--- config.mk ---
export PLATFORM = sky130hd
export DESIGN_NAME = ackstretch_ser_master
export DESIGN_NICKNAME = d
export VERILOG_FILES = /design/src/rtl/asm_pkg.sv /design/src/rtl/asm_sync2.sv /design/src/rtl/asm_timer.sv /design/src/rtl/asm_rx_shift.sv /design/src/rtl/ackstretch_ser_master.sv
export SDC_FILE = /design/constraint.sdc
export NUM_CORES = 1
export LEC_CHECK = 0
export BUFFER_PORTS_ARGS = -buffer_cell sky130_fd_sc_hd__buf_2
export CAP_MARGIN = 30
export CORE_ASPECT_RATIO = 0.75
export CORE_MARGIN = 3
export CORE_UTILIZATION = 56
export DETAILED_ROUTE_END_ITERATION = 8
export PLACE_DENSITY = 0.76
export SYNTH_ARGS = -nofsm -noshare
export SYNTH_HDL_FRONTEND = slang
export SYNTH_HIERARCHICAL = 1
export SYNTH_SLANG_ARGS = --single-unit
--- constraint.sdc ---
create_clock -name clk -period 3.98 [get_ports clk]
set_input_delay 0.995 -clock clk [delete_from_list [all_inputs] [get_ports clk]]
set_output_delay 0.995 -clock clk [all_outputs]
set_load 0.005 [all_outputs]
--- src/rtl/asm_pkg.sv ---
package asm_pkg;

  typedef enum logic [3:0] {
    ST_IDLE,
    ST_LEAD,
    ST_LOW,
    ST_HIGH,
    ST_TAIL,
    ST_ACKW,
    ST_ACKH,
    ST_GAP,
    ST_WK1,
    ST_WK2,
    ST_WK3,
    ST_WK4
  } asm_state_e;

  // cycles for a duration given in tenths of a microsecond
  function automatic int unsigned cyc_of(input int unsigned per_us, input int unsigned tenths);
    return (per_us * tenths) / 10;
  endfunction

endpackage

--- src/rtl/asm_sync2.sv ---
module asm_sync2 #(
  parameter logic RST_VAL = 1'b1
) (
  input  logic clk,
  input  logic rst_n,
  input  logic d,
  output logic q
);
  logic s1_q, s2_q;

  always_ff @(posedge clk or negedge rst_n) begin
    if (!rst_n) begin
      s1_q <= RST_VAL;
      s2_q <= RST_VAL;
    end else begin
      s1_q <= d;
      s2_q <= s1_q;
    end
  end

  assign q = s2_q;
endmodule

--- src/rtl/asm_timer.sv ---
module asm_timer #(
  parameter int unsigned TW = 16
) (
  input  logic          clk,
  input  logic          rst_n,
  input  logic          load,
  input  logic [TW-1:0] load_val,
  output logic          zero
);
  logic [TW-1:0] cnt_q, cnt_d;

  always_comb begin
    cnt_d = cnt_q;
    if (load)
      cnt_d = load_val;
    else if (cnt_q != '0)
      cnt_d = cnt_q - TW'(1);
  end

  always_ff @(posedge clk or negedge rst_n) begin
    if (!rst_n) cnt_q <= '0;
    else        cnt_q <= cnt_d;
  end

  assign zero = (cnt_q == '0);
endmodule

--- src/rtl/asm_rx_shift.sv ---
module asm_rx_shift #(
  parameter int unsigned W = 8
) (
  input  logic         clk,
  input  logic         rst_n,
  input  logic         en,
  input  logic         din,
  output logic [W-1:0] q
);
  logic [W-1:0] sh_q, sh_d;

  always_comb begin
    sh_d = sh_q;
    if (en) sh_d = {sh_q[W-2:0], din};
  end

  always_ff @(posedge clk or negedge rst_n) begin
    if (!rst_n) sh_q <= '0;
    else        sh_q <= sh_d;
  end

  assign q = sh_q;
endmodule

--- src/rtl/ackstretch_ser_master.sv ---
module ackstretch_ser_master
  import asm_pkg::*;
#(
  parameter int unsigned CLK_HZ    = 100_000_000,
  parameter int unsigned ACK_TO_US = 200,
  parameter int unsigned BITS      = 8
) (
  input  logic            clk,
  input  logic            rst_n,
  input  logic            start,
  input  logic            wake_req,
  input  logic            fast_mode,
  input  logic [BITS-1:0] tx_byte,
  output logic            ready,
  output logic            done,
  output logic [BITS-1:0] rx_byte,
  output logic            ack_err,
  output logic            sck_pull_lo,
  input  logic            sck_in,
  output logic            mosi,
  input  logic            miso
);

  localparam int unsigned PER_US  = CLK_HZ / 1_000_000;
  localparam int unsigned N_HALF_S = cyc_of(PER_US, 65);
  localparam int unsigned N_HALF_F = cyc_of(PER_US, 10);
  localparam int unsigned N_LEAD_S = cyc_of(PER_US, 180);
  localparam int unsigned N_LEAD_F = cyc_of(PER_US, 40);
  localparam int unsigned N_TAIL   = cyc_of(PER_US, 10);
  localparam int unsigned N_GAP_S  = cyc_of(PER_US, 1200);
  localparam int unsigned N_GAP_F  = cyc_of(PER_US, 180);
  localparam int unsigned N_ACK_TO = PER_US * ACK_TO_US;
  localparam int unsigned N_WK1    = cyc_of(PER_US, 10);
  localparam int unsigned N_WK2    = cyc_of(PER_US, 420);
  localparam int unsigned N_WK3    = cyc_of(PER_US, 65);
  localparam int unsigned N_WK4    = cyc_of(PER_US, 1030);
  localparam int unsigned MAX_CYC  = N_GAP_S + N_WK4 + N_ACK_TO + 2;
  localparam int unsigned TW       = $clog2(MAX_CYC);
  localparam int unsigned BW       = (BITS > 1) ? $clog2(BITS) : 1;

  localparam logic [TW-1:0] LD_HALF_S = TW'(N_HALF_S - 1);
  localparam logic [TW-1:0] LD_HALF_F = TW'(N_HALF_F - 1);
  localparam logic [TW-1:0] LD_LEAD_S = TW'(N_LEAD_S - 1);
  localparam logic [TW-1:0] LD_LEAD_F = TW'(N_LEAD_F - 1);
  localparam logic [TW-1:0] LD_TAIL   = TW'(N_TAIL - 1);
  localparam logic [TW-1:0] LD_GAP_S  = TW'(N_GAP_S - 1);
  localparam logic [TW-1:0] LD_GAP_F  = TW'(N_GAP_F - 1);
  localparam logic [TW-1:0] LD_ACK_TO = TW'(N_ACK_TO - 1);
  localparam logic [TW-1:0] LD_WK1    = TW'(N_WK1 - 1);
  localparam logic [TW-1:0] LD_WK2    = TW'(N_WK2 - 1);
  localparam logic [TW-1:0] LD_WK3    = TW'(N_WK3 - 1);
  localparam logic [TW-1:0] LD_WK4    = TW'(N_WK4 - 1);

  asm_state_e    st_q, st_d;
  logic          pull_q, pull_d;
  logic          mosi_q, mosi_d;
  logic          done_q, done_d;
  logic          err_q, err_d;
  logic          fast_q, fast_d;
  logic [BW-1:0] bit_q, bit_d;
  logic [BITS-1:0] tx_q;
  logic [BITS-1:0] rx_q;
  logic [BITS-1:0] shift_w;
  logic          tx_ld, rx_sh, rx_cap;
  logic          tm_ld, tm_zero;
  logic [TW-1:0] tm_val;
  logic          sck_s;

  asm_sync2 #(.RST_VAL(1'b1)) u_sync (
    .clk(clk), .rst_n(rst_n), .d(sck_in), .q(sck_s)
  );

  asm_timer #(.TW(TW)) u_timer (
    .clk(clk), .rst_n(rst_n), .load(tm_ld), .load_val(tm_val), .zero(tm_zero)
  );

  asm_rx_shift #(.W(BITS)) u_rx (
    .clk(clk), .rst_n(rst_n), .en(rx_sh), .din(miso), .q(shift_w)
  );

  always_comb begin
    st_d   = st_q;
    pull_d = pull_q;
    mosi_d = mosi_q;
    done_d = 1'b0;
    err_d  = err_q;
    fast_d = fast_q;
    bit_d  = bit_q;
    tx_ld  = 1'b0;
    rx_sh  = 1'b0;
    rx_cap = 1'b0;
    tm_ld  = 1'b0;
    tm_val = '0;
    unique case (st_q)
      ST_IDLE: begin
        if (wake_req) begin
          st_d = ST_WK1; mosi_d = 1'b0; tm_ld = 1'b1; tm_val = LD_WK1;
        end else if (start) begin
          st_d = ST_LEAD; fast_d = fast_mode; tx_ld = 1'b1; tm_ld = 1'b1;
          tm_val = fast_mode ? LD_LEAD_F : LD_LEAD_S;
        end
      end
      ST_LEAD: if (tm_zero) begin
        st_d = ST_LOW; pull_d = 1'b1; mosi_d = tx_q[BITS-1];
        bit_d = BW'(BITS - 1); tm_ld = 1'b1;
        tm_val = fast_q ? LD_HALF_F : LD_HALF_S;
      end
      ST_LOW: if (tm_zero) begin
        pull_d = 1'b0; rx_sh = 1'b1; tm_ld = 1'b1;
        if (bit_q == '0) begin
          st_d = ST_TAIL; tm_val = LD_TAIL;
        end else begin
          st_d = ST_HIGH; tm_val = fast_q ? LD_HALF_F : LD_HALF_S;
        end
      end
      ST_HIGH: if (tm_zero) begin
        st_d = ST_LOW; pull_d = 1'b1; bit_d = bit_q - BW'(1);
        mosi_d = tx_q[bit_q - BW'(1)]; tm_ld = 1'b1;
        tm_val = fast_q ? LD_HALF_F : LD_HALF_S;
      end
      ST_TAIL: if (tm_zero) begin
        st_d = ST_ACKW; mosi_d = 1'b1; tm_ld = 1'b1; tm_val = LD_ACK_TO;
      end
      ST_ACKW: begin
        if (!sck_s)       st_d = ST_ACKH;
        else if (tm_zero) begin st_d = ST_IDLE; err_d = 1'b1; end
      end
      ST_ACKH: if (sck_s) begin
        st_d = ST_GAP; done_d = 1'b1; rx_cap = 1'b1; tm_ld = 1'b1;
        tm_val = fast_q ? LD_GAP_F : LD_GAP_S;
      end
      ST_GAP: if (tm_zero) st_d = ST_IDLE;
      ST_WK1: if (tm_zero) begin
        st_d = ST_WK2; mosi_d = 1'b1; tm_ld = 1'b1; tm_val = LD_WK2;
      end
      ST_WK2: if (tm_zero) begin
        st_d = ST_WK3; mosi_d = 1'b0; tm_ld = 1'b1; tm_val = LD_WK3;
      end
      ST_WK3: if (tm_zero) begin
        st_d = ST_WK4; mosi_d = 1'b1; tm_ld = 1'b1; tm_val = LD_WK4;
      end
      ST_WK4: if (tm_zero) st_d = ST_IDLE;
      default: st_d = ST_IDLE;
    endcase
  end

  always_ff @(posedge clk or negedge rst_n) begin
    if (!rst_n) begin
      st_q   <= ST_IDLE;
      pull_q <= 1'b0;
      mosi_q <= 1'b1;
      done_q <= 1'b0;
      err_q  <= 1'b0;
      fast_q <= 1'b0;
      bit_q  <= '0;
    end else begin
      st_q   <= st_d;
      pull_q <= pull_d;
      mosi_q <= mosi_d;
      done_q <= done_d;
      err_q  <= err_d;
      fast_q <= fast_d;
      bit_q  <= bit_d;
    end
  end

  always_ff @(posedge clk or negedge rst_n) begin
    if (!rst_n)     tx_q <= '0;
    else if (tx_ld) tx_q <= tx_byte;
  end

  always_ff @(posedge clk or negedge rst_n) begin
    if (!rst_n)      rx_q <= '0;
    else if (rx_cap) rx_q <= shift_w;
  end

  assign ready       = (st_q == ST_IDLE);
  assign done        = done_q;
  assign rx_byte     = rx_q;
  assign ack_err     = err_q;
  assign sck_pull_lo = pull_q;
  assign mosi        = mosi_q;

endmodule

Word level (Yosys, flattened, before mapping)
Cells that the tools add are included.
{"block": "word_totals", "out_inout_bits": 13, "in_bits": 15, "elab_cells": 108, "regBits": 54}
{"block": "op_classes", "reduce_logical": 18, "mux": 50, "n_addsub": 2, "bitwise": 1, "order_cmp": 1, "n_eq_ne": 23}
{"cell": "$pmux W15 S8", "n": 1}
{"cell": "$mux W10", "n": 5}
{"cell": "$mux W4", "n": 11}
{"cell": "$mux W14", "n": 3}
{"cell": "$pmux W4 S10", "n": 1}
{"cell": "$mux W11", "n": 3}
{"cell": "$mux W16", "n": 2}
{"cell": "$eq A4 B3 Y1 const B", "n": 4}
{"cell": "$eq A4 B4 Y1 const B", "n": 4}
{"cell": "$logic_not A16 Y1", "n": 1}
{"cell": "$ne A2 B2 Y1 const B", "n": 8}
{"cell": "$reduce_bool A16 Y1", "n": 1}
{"cell": "$sub A16 B1 Y16 const B", "n": 1}
{"cell": "$mux W15", "n": 1}
{"cell": "$mux W1", "n": 14}
{"cell": "$mux W13", "n": 1}
{"cell": "$reduce_and A3 Y1", "n": 4}
{"cell": "$mux W3", "n": 3}
{"cell": "$eq A4 B2 Y1 const B", "n": 2}
{"cell": "$reduce_and A8 Y1", "n": 1}
{"cell": "$reduce_or A7 Y1", "n": 1}
{"cell": "$ne A2 B1 Y1 const B", "n": 3}
{"cell": "$pmux W3 S2", "n": 1}
{"cell": "$reduce_and A6 Y1", "n": 1}
{"cell": "other kinds (15)", "n": 18}

Depth between registers and ports, before layout
{"block": "logic_depth", "ltp_word": 5, "mapped_depth": 16, "mapped_depth_nobuf": 12}

Modules after synthesis
Netlist, hierarchy kept.
{"mod": "ackstretch_ser_master", "cells_each": 167, "area_per_inst_um2": 1756.7, "seq_area_each_um2": 701.9, "instances": 1}
{"mod": "asm_timer", "cells_each": 104, "area_per_inst_um2": 959.7, "seq_area_each_um2": 400.4, "instances": 1}
{"mod": "asm_rx_shift", "cells_each": 17, "area_per_inst_um2": 331.6, "seq_area_each_um2": 200.2, "instances": 1}
{"mod": "asm_sync2", "cells_each": 2, "area_per_inst_um2": 52.6, "seq_area_each_um2": 52.6, "instances": 1}

Worst setup path before layout
OpenSTA, ideal clock, no wires.
{"block": "synth_path", "kind": "reg-to-reg", "start": "reg u_timer.cnt_q[0]", "end": "reg u_timer.cnt_q[4]", "setup_time_ns": 0.119, "synth_period_minus_slack_ns": 3.195, "required_time_ns": 3.861, "path_buffers": 4, "path_stages_with_launch": 16, "slack_ns": 0.785, "arrival_ns": 3.076, "cell_sequence": "dfrtp_1 -> inv_1 -> ha_1 -> or3b_1 -> buf_2 -> nand4b_4 -> nor2_8 -> buf_2 -> mux2_2 -> nand3_1 -> and3_1 -> o21ai_0 -> clkbuf_1 -> clkinv_1 -> clkbuf_1 -> o21a_1"}
{"block": "synth_via", "elab_chain_cells": 4, "elab_cells_between_ends": 13, "cone_classes": "add/sub: 1; mux: 9; reduce/logical: 3"}
{"element": "from (decl)", "line_no": "asm_timer.sv:10", "rtl": "logic [TW-1:0] cnt_q, cnt_d;"}
{"element": "from (signal assigned)", "line_no": "asm_timer.sv:22", "rtl": "else cnt_q <= cnt_d;"}
{"element": "$logic_not A16 Y1 *", "line_no": "asm_timer.sv:25", "rtl": "assign zero = (cnt_q == '0);"}
{"element": "via tm_zero", "line_no": "ackstretch_ser_master.sv:65", "rtl": "logic tm_ld, tm_zero;"}
{"element": "$mux W1 *"}
{"element": "$pmux W1 S3 *", "line_no": "ackstretch_ser_master.sv:94", "rtl": "unique case (st_q)"}
{"element": "via tm_ld", "line_no": "ackstretch_ser_master.sv:65"}
{"element": "$mux W16 or $reduce_bool A2 Y1 (tied branches)"}
The timed path passes the listed nets; every way through them passes the cells marked *. The select of a mux whose other input is x is not followed.
A chain may end at the register's enable or synchronous reset.

Worst setup path after layout
{"block": "layout_path", "start": "reg u_timer.cnt_q[0]", "end": "reg u_timer.cnt_q[1]"}
The elaborated chain is that of the path after synthesis.

==> results.json <==
{
  "outcome": "complete, no violations",
  "synth_top_family_by_area": "simple AND/OR/NAND/NOR gates",
  "num_antenna_cells": 0,
  "synth.distinct_cells": 61,
  "cp_slowest_cell": "or3b_1",
  "synth_adder_area_share_pct": 1.21,
  "grt_overflow_total": 0,
  "regArea_um2": 1360,
  "drive_above_1_share_pct": 24.4,
  "vias": 2320,
  "coreArea_um2": 5120,
  "p_per_area_nw_per_um2": 264,
  "post_cts_resized": 0,
  "irDropWorstVdd_mv": 0.216,
  "die-area_um2": 6470,
  "crit_path_start_kind": "flop",
  "cts_num_sinks": 54,
  "crit_start": "u_timer/cnt_q[0]$_DFFE_PN0P_",
  "drt-total-wl_um": 6230,
  "pin_count": 28,
  "worst_pin_slew_ns": 0.906,
  "cp_max_fo": 17,
  "viasPerCell": 5.99,
  "setup_tns_ns": 0,
  "crit_family": "simple AND/OR/NAND/NOR gates",
  "die_w_um": 91.9,
  "yosys.area_share.simple_pct": 18.5,
  "grtUsageTotal_pct": 20.2,
  "grt_max_degree": 40,
  "fill_cells": 411,
  "synth_top_area_cell": "dfrtp_1",
  "critical_path_buf_inv_count": 3,
  "post_dp_cell_area_um2": 3270,
  "avgRoutedWirePerCell_um": 16.1,
  "antenna_found_initial": 0,
  "multi_input_area_um2": 1610,
  "critical_path_class": "flop to flop",
  "dp.cells": 379,
  "skew_ns": 0.00659,
  "post_cts_buffers": 0,
  "fin_nets": 332,
  "cts_htree_levels": 2,
  "synth_most_common_cell": "dfrtp_1",
  "met1_usage_pct": 32.7,
  "hold_buffers": 0,
  "path_clk_slew_ns": 0.09,
  "syn_avg_cell_area_um2": 10.7,
  "final_area_um2": 3360,
  "busiest_layer": "met1",
  "grt_util_met2_pct": 26.9,
  "maxCapViolations": 0,
  "area_growth_pct": 8.31,
  "hp-class": "flop to flop",
  "grt_first_pass_wirelength_um": 10400,
  "antenna_left": 0,
  "final_cells": 387,
  "whs_ns": 0.361,
  "synth_common_cells": "dfrtp_1 (51), nand2_1 (26), nor2_1 (19), mux2_4 (18), a21oi_1 (14)",
  "leakage_nw": 1.59,
  "path_cells": "inv_1 > ha_1 > or3b_1 > nand4b_4 > nor2_8 > mux2_2 > nand3_1 > and3_1 > o21ai_0 > buf_4 > clkinv_1 > mux2_2",
  "drc": 0,
  "cp_common_cell": "mux2_2",
  "finalHoldViolCount": 0,
  "relSlewSlack_pct": 39.6,
  "insertion_delay_ns": 0.30,
  "crit_required_ns": 4.17,
  "synth_mux_area_share_pct": 16.5,
  "cts.path.max_buffers": 2,
  "cts-buffers-inserted": 5,
  "die_h_um": 70.4,
  "synth-compound-area-share_pct": 13.0,
  "worst_hold_startpoint": "u_sync/s1_q$_DFF_PN1_",
  "crit-reg2reg-launch": "u_timer/cnt_q[0]$_DFFE_PN0P_",
  "drtIter0Drc": 210,
  "crit_path_max_incr_delay_ns": 0.44,
  "synth_top_cell_area_share_pct": 41.2,
  "drt-pass1-iter-count": 5,
  "synth_xor_xnor_area_share_pct": 2.54,
  "num_rows": 22,
  "grt_pass1_vias": 2072,
  "tritoncts": "done",
  "synth_area_leaders": "dfrtp_1 (41%), mux2_4 (8.7%), nand2_1 (3.1%)",
  "syn_nets": 308,
  "hpwl_um": 4500,
  "crit_arrival_ns": 3.71,
  "netlist_instances": 290,
  "synth_edf_count": 0,
  "end_kind": "flop",
  "synthFlopType": "dfrtp_1",
  "ys_ff_latch": 54,
  "start_util_pct": 60.6,
  "fmax_mhz": 284,
  "port_buffers": 27,
  "cts_root_buf": "clkbuf_8",
  "setup_viol": 0,
  "grt_setup_unrepaired": "false",
  "yosys_warnings": 6,
  "ys_async_sr_fraction_pct": 100,
  "place.gp.congestion": 0.888,
  "yosysSeqAreaShare_pct": 43.7,
  "finalMaxSlewViolations": 0,
  "finalCritPeriodShare_pct": 88.4,
  "period_minus_slack_ns": 3.52,
  "grt_use_met3_pct": 3.98,
  "syn-cell-area_um2": 3100
}
state kept, by name, indices dropped and copies added, names as in the netlist:
name / count
done: 1
fast_q: 1
bit_q: 3
rx_byte: 8
u_timer/cnt_q: 16
u_rx/q: 8
u_sync/s1_q: 1
ack_err: 1
st_q: 4
tx_q: 8
sck_pull_lo: 1
u_sync/q: 1
mosi: 1
stage by stage:
step	util (%)	power, W	worst slack [ns]
finish	65.6	0.000887	0.463
CTS	65.6	0.000894	0.491
floorplan	-	0.000566	0.785
detailed placement	63.8	0.000588	0.504
global placement	63.8	0.000587	0.612
global route	65.6	0.000922	0.204
final timing paths:
path                                           endpoint  depth (start not counted)  slack (ns)
max                        u_timer/cnt_q[1]$_DFFE_PN0P_                         12        0.46
min                                  u_sync/q$_DFF_PN1_                          0        0.36
max in group asynchronous  u_timer/cnt_q[4]$_DFFE_PN0P_                          2        2.47
max reg2reg                u_timer/cnt_q[1]$_DFFE_PN0P_                         12        0.46
min in group asynchronous        rx_byte[6]$_DFFE_PN0P_                          1        0.79
min reg2reg                          u_sync/q$_DFF_PN1_                          0        0.36
area by class of cell:
type	count	area share, %
timing repair buffer	32	5.14
inverter	11	1.23
clock buffer	7	2.57
clock inverter	1	0.149
sequential	54	40.4
tap	72	2.68
multi-input combinational	210	47.9
cell usage in the layout, fill, tap and decap left out, types with 2 or more instances in the layout:
master	instances
o211ai_1	3
mux2i_1	5
nor4bb_1	2
a31oi_1	2
mux2_1	8
nand2b_1	4
inv_1	10
clkbuf_8	6
dfstp_2	3
nor3_1	8
nor3_2	2
o21a_1	3
buf_4	5
a211oi_1	4
a21o_1	2
or3_1	2
mux2_4	18
dfrtp_1	51
xnor2_1	8
o31a_1	2
buf_2	27
o31ai_1	4
a21oi_1	14
nand3_1	10
nand4bb_1	2
o21ai_0	13
nand3b_1	3
o21ai_1	4
nand2_1	26
mux4_2	2
nor2b_1	5
nor3b_1	2
ha_1	3
and2_1	2
mux2_2	5
nor2_1	19
power breakdown:
part           switching, W  internal, W  leakage (nW)
logic             0.0000165   0.00000740         0.848
clock network      0.000170     0.000141        0.0482
registers        0.00000163     0.000551         0.696
cells by family after synthesis:
family          after synthesis
flops                        54
mux                          38
simple gates                 98
other cells                   1
xor+xnor                      9
compound gates               61
buf+inv                      26
fa+ha+maj                     3
routing by layer:
layer	part of all wire, %	up-vias
met3	7.2	8
met2	41	95
li1	-	1102
met4	1.2	0
met1	50	1115
met5	0	-
No activity file was read; power rests on OpenSTA's default activity.
